<file path="config.mk">
export PLATFORM = sky130hd
export DESIGN_NAME = rns_final_adder
export DESIGN_NICKNAME = d
export VERILOG_FILES = /design/src/rtl/rfa_pkg.sv /design/src/rtl/rfa_ks_adder.sv /design/src/rtl/rfa_zero_dec.sv /design/src/rtl/rns_final_adder.sv
export SDC_FILE = /design/constraint.sdc
export NUM_CORES = 1
export LEC_CHECK = 0
export BUFFER_PORTS_ARGS = -buffer_cell sky130_fd_sc_hd__buf_2
export CORE_MARGIN = 2
export CORE_UTILIZATION = 47
export DETAILED_ROUTE_END_ITERATION = 8
export PLACE_DENSITY_LB_ADDON = 0.1
export SLEW_MARGIN = 15
export SYNTH_ARGS = -nofsm -noshare
export SYNTH_HDL_FRONTEND = slang
export SYNTH_HIERARCHICAL = 1
export SYNTH_SLANG_ARGS = --single-unit
</file>
<file path="constraint.sdc">
create_clock -name vclk -period 8.4
set_clock_uncertainty 0.2 [all_clocks]
set_input_delay 1.68 -clock vclk [all_inputs]
set_output_delay 1.68 -clock vclk [all_outputs]
set_load 0.005 [all_outputs]
</file>
<file path="src/rtl/rfa_pkg.sv">
package rfa_pkg;

   typedef enum logic [0:0] {
      DEC_PREFIX = 1'b0,
      DEC_RIPPLE = 1'b1
   } dec_style_e;

   function automatic int unsigned prefix_levels(input int unsigned width);
      int unsigned lv;
      lv = 0;
      while ((1 << lv) < width) lv++;
      if (lv == 0) lv = 1;
      return lv;
   endfunction

endpackage

</file>
<file path="src/rtl/rfa_ks_adder.sv">
module rfa_ks_adder #(
   parameter int unsigned W = 11
) (
   input  logic [W-1:0] x_i,
   input  logic [W-1:0] y_i,
   output logic [W-1:0] sum_o,
   output logic         cout_o
);
   localparam int unsigned LV = rfa_pkg::prefix_levels(W);

   logic [LV:0][W-1:0] gen_t;
   logic [LV:0][W-1:0] prp_t;
   logic               unused_prp;

   // pre-processing: bitwise generate and propagate
   assign gen_t[0] = x_i & y_i;
   assign prp_t[0] = x_i ^ y_i;

   // prefix carry tree
   for (genvar k = 0; k < LV; k++) begin : g_lvl
      localparam int unsigned D = 1 << k;
      for (genvar i = 0; i < W; i++) begin : g_bit
         if (i < D) begin : g_pass
            assign gen_t[k+1][i] = gen_t[k][i];
            assign prp_t[k+1][i] = prp_t[k][i];
         end else begin : g_cell
            assign gen_t[k+1][i] = gen_t[k][i] | (prp_t[k][i] & gen_t[k][i-D]);
            assign prp_t[k+1][i] = prp_t[k][i] & prp_t[k][i-D];
         end
      end
   end

   // post-processing: sum from propagate and incoming carry
   assign sum_o[0] = prp_t[0][0];
   for (genvar i = 1; i < W; i++) begin : g_sum
      assign sum_o[i] = prp_t[0][i] ^ gen_t[LV][i-1];
   end

   assign cout_o     = gen_t[LV][W-1];
   assign unused_prp = ^prp_t[LV];

endmodule

</file>
<file path="src/rtl/rfa_zero_dec.sv">
module rfa_zero_dec
   import rfa_pkg::*;
#(
   parameter int unsigned U     = 10,
   parameter dec_style_e  STYLE = DEC_PREFIX
) (
   input  logic [U-1:0] x_i,
   input  logic         dec_i,
   output logic [U-1:0] y_o
);
   logic [U-1:0] nz;
   logic [U-1:0] zrun;

   assign nz = ~x_i;

   if (STYLE == DEC_PREFIX) begin : g_tree
      localparam int unsigned LV = prefix_levels(U);
      logic [LV:0][U-1:0] all0;
      logic               unused_top;

      assign all0[0] = nz;
      for (genvar k = 0; k < LV; k++) begin : g_lvl
         localparam int unsigned D = 1 << k;
         for (genvar i = 0; i < U; i++) begin : g_bit
            if (i < D) begin : g_pass
               assign all0[k+1][i] = all0[k][i];
            end else begin : g_cell
               assign all0[k+1][i] = all0[k][i] & all0[k][i-D];
            end
         end
      end
      assign zrun       = {all0[LV][U-2:0], 1'b1};
      assign unused_top = all0[LV][U-1];
   end else begin : g_chain
      logic unused_msb;
      assign zrun[0] = 1'b1;
      for (genvar i = 1; i < U; i++) begin : g_bit
         assign zrun[i] = zrun[i-1] & nz[i-1];
      end
      assign unused_msb = nz[U-1];
   end

   // a bit flips when decrementing and every bit below it is zero
   assign y_o = x_i ^ ({U{dec_i}} & zrun);

endmodule

</file>
<file path="src/rtl/rns_final_adder.sv">
module rns_final_adder
   import rfa_pkg::*;
#(
   parameter int unsigned N         = 5,
   parameter dec_style_e  DEC_STYLE = DEC_PREFIX
) (
   input  logic [4*N:0] opa_i,
   input  logic [2*N:0] opb_i,
   output logic [4*N:0] sum_o
);
   localparam int unsigned W_LO = 2*N + 1;
   localparam int unsigned W_HI = 2*N;

   if (N < 1) begin : g_bad_n
      $error("rns_final_adder: N must be at least 1");
   end

   logic [W_LO-1:0] lo_sum;
   logic            lo_carry;
   logic [W_HI-1:0] hi_sum;

   rfa_ks_adder #(.W(W_LO)) u_lo (
      .x_i   (opa_i[W_LO-1:0]),
      .y_i   (opb_i),
      .sum_o (lo_sum),
      .cout_o(lo_carry)
   );

   // constant ones above: upper = A_hi - 1 + carry
   rfa_zero_dec #(.U(W_HI), .STYLE(DEC_STYLE)) u_hi (
      .x_i  (opa_i[4*N:W_LO]),
      .dec_i(~lo_carry),
      .y_o  (hi_sum)
   );

   assign sum_o = {hi_sum, lo_sum};

endmodule


</file>
==> metrics.md <==
| Metric | Value |
|---|---|
| Die W | between 40 and 50 um |
| F_max | roughly 170 MHz |
| Headroom to the max-slew limit | 0.660 |
| PortBufs | 53 |
| First-pass GRT wire length | just under 3000 um |
| Drt first-iter violations | 12 |
| Number of global-route vias before repair | 744 |
| Fillers | about 130 |
| Max-capacitance violation count | 0 |
| Placed cells | about 160 |
| Die footprint | 1890 sq um |
| Final Max Slew Viols | 0 |
| Static leakage | around 0.54 nW |
| Number of remaining DRC errors | 0 |
| Initial antenna violation count | 0 |
| Fin crit share | 0.721 |
| WL/cell | 10.8 um |
| Min-delay src | opa_i[20] |
| Cell area after synthesis | around 730 sq um |
| CP top delay family | compound AO/OA/AOI/OAI gates |
| Area of the multi-input gates | approximately 680 sq um |
| Most frequently used cell type in the post-synthesis netlist | ha_1 |
| ANT nets after route | 0 |
| Post-route minimum period | roughly 6100 ps |
| First drt pass iteration count | 4 |
| Syn nets | between 100 and 150 |
| Layout cells sized above 1 | 0.479 |
| Layout area overhead | 36.3% |
| Mapped Cells | 89 |
| Post-CTS setup buffer count | 0 |
| CTS Hold Bufs | 0 |
| Largest net degree at the start of global routing | 10 |
| Final TNS setup | 0 ps |
| Crit-path cells | buf_2 -> ha_1 -> a211oi_2 -> o21ai_2 -> a31oi_2 -> o21ai_1 -> a21o_1 -> inv_1 -> or4b_4 -> nor4b_4 -> xor2_1 -> buf_2 |
| Largest area contributor in the netlist | ha_1 |
| Register area | 0 sq um |
| Clkbuf count | 0 |
| Grt total ovfl | 0 |
| Pwr Density | between 70 and 80 nW/um^2 |
| Status | finished, final reports clean |
| Tightest hold margin | 3420 ps |
| CP max FO | 8 |
| Final Hold Fails | 0 |
| Crit-path max cell delay | ~550 ps |
| IO Pins | 53 |
| Warnings, synthesis | 6 |
| Vias | roughly 800 |
| Seq/Total Area, Yosys | 0 |
| Syn Area/Cell | roughly 8.2 sq um |
| Total GRT Usage | 0.187 |
| Total design power | approximately 0.071 mW |
| Top cells by area, synth | ha_1 (20%), xnor2_1 (11%), xor2_1 (6.0%) |
| Core Area | 1490 sq um |
| RSZ-0062 raised after global routing | no |
| Chip height | around 43 um |
| # nets final | ~190 |
| Cell depth of the worst hold path | 3 |
| VDD IR-drop max | 0.0351 mV |
| Post_cts resized | 0 |
| Buf/Inv on CP | 3 |
| Worst setup SP type | input pin |
| Commonest cells post-synth | ha_1 (12), inv_1 (10), xnor2_1 (9) |
| Crit path kind | in -> out |
| Antenna diodes | 0 |
| Most used cell along the critical path | buf_2 |
| Placer's final routability congestion estimate | 0.772 |
| Via density | around 5.2 |
| Data arrival time of the worst path | 4180 ps |
| DP Wirelength | between 1500 and 2000 um |
| Final setup vio count | 0 |
| Crit end category | output port |
| Seq_cells | 0 |
| Fin util | 0.671 |
| Critical Path RT | roughly 6500 ps |
| Non-Filler Instances | approximately 160 |
| Top-area cell type share of the netlist area | 0.205 |
| Final WL | approximately 1700 um |
| Worst-Margin Slew | 505 ps |
| CP max-delay cell | or4b_4 |
| Initial core utilization | 0.492 |
| Post-synth cell types | 36 |
| Min-Delay Path Class | in -> out |
| Hold endpoint | sum_o[20] |
| Row count | 14 |
## power by group
| group | internal [mW] | leakage (nW) | switching (mW) |
|---|---|---|---|
| combinational | 0.0369 | 0.538 | 0.0346 |
| clock | 0 | 0 | 0 |
| sequential | 0 | 0 | 0 |
| total | 0.0369 | 0.538 | 0.0346 |
## cell families after synthesis
logic type      Yosys count  share of synthesized area
simple gates             21                      0.200
compound gates           28                      0.311
mux                       1                     0.0137
xor+xnor                 14                      0.167
buf+inv                  12                     0.0768
fa+ha+maj                13                      0.232
## worst max-delay path by stage
stage / from / slack (ps) / cells after the start / endpoint
after floorplan: opa_i[1] / 2640 / 11 / sum_o[20]
after global routing: opa_i[1] / 2150 / 12 / sum_o[17]
after CTS: opa_i[1] / 2310 / 12 / sum_o[20]
after detailed placement: opa_i[1] / 2320 / 12 / sum_o[20]
after global placement: opa_i[1] / 2440 / 12 / sum_o[20]
final: opa_i[1] / 2340 / 12 / sum_o[20]
## stage by stage
stage | area [sq um] | setup slack (ps)
floorplan | 733 | 2640
global placement | 1000 | 2440
detailed placement | 1000 | 2320
CTS | 1000 | 2310
global route | 1000 | 2150
finish | 1000 | 2340
## placed cells by master, fill, tap and decap left out, types with 2 or more instances in the layout
cell / count
nor2_1: 4
a31oi_1: 2
xor2_1: 5
a21o_2: 2
nand2b_1: 2
buf_2: 53
o21ai_1: 2
ha_1: 12
o211ai_1: 3
a21o_1: 3
inv_1: 10
nand2_1: 6
xnor2_1: 9
nand3_1: 2
a21oi_1: 5
## worst min-delay path: stages
cell    delay, ps
buf_2          80
xor2_1         60
buf_2         120
## area by class of cell
cell class                      instances  area share
Tap cell                               16      0.0200
Multi-Input combinational cell         77       0.677
Timing Repair Buffer                   53       0.265
Inverter                               10      0.0375
## per-layer routing
layer / wire [um] / track usage
met4: 0 / 0
met2: 893 / 0.394
met1: 673 / 0.219
met3: 122 / 0
met5: 0 / 0
No activity file was read; power rests on OpenSTA's default activity.
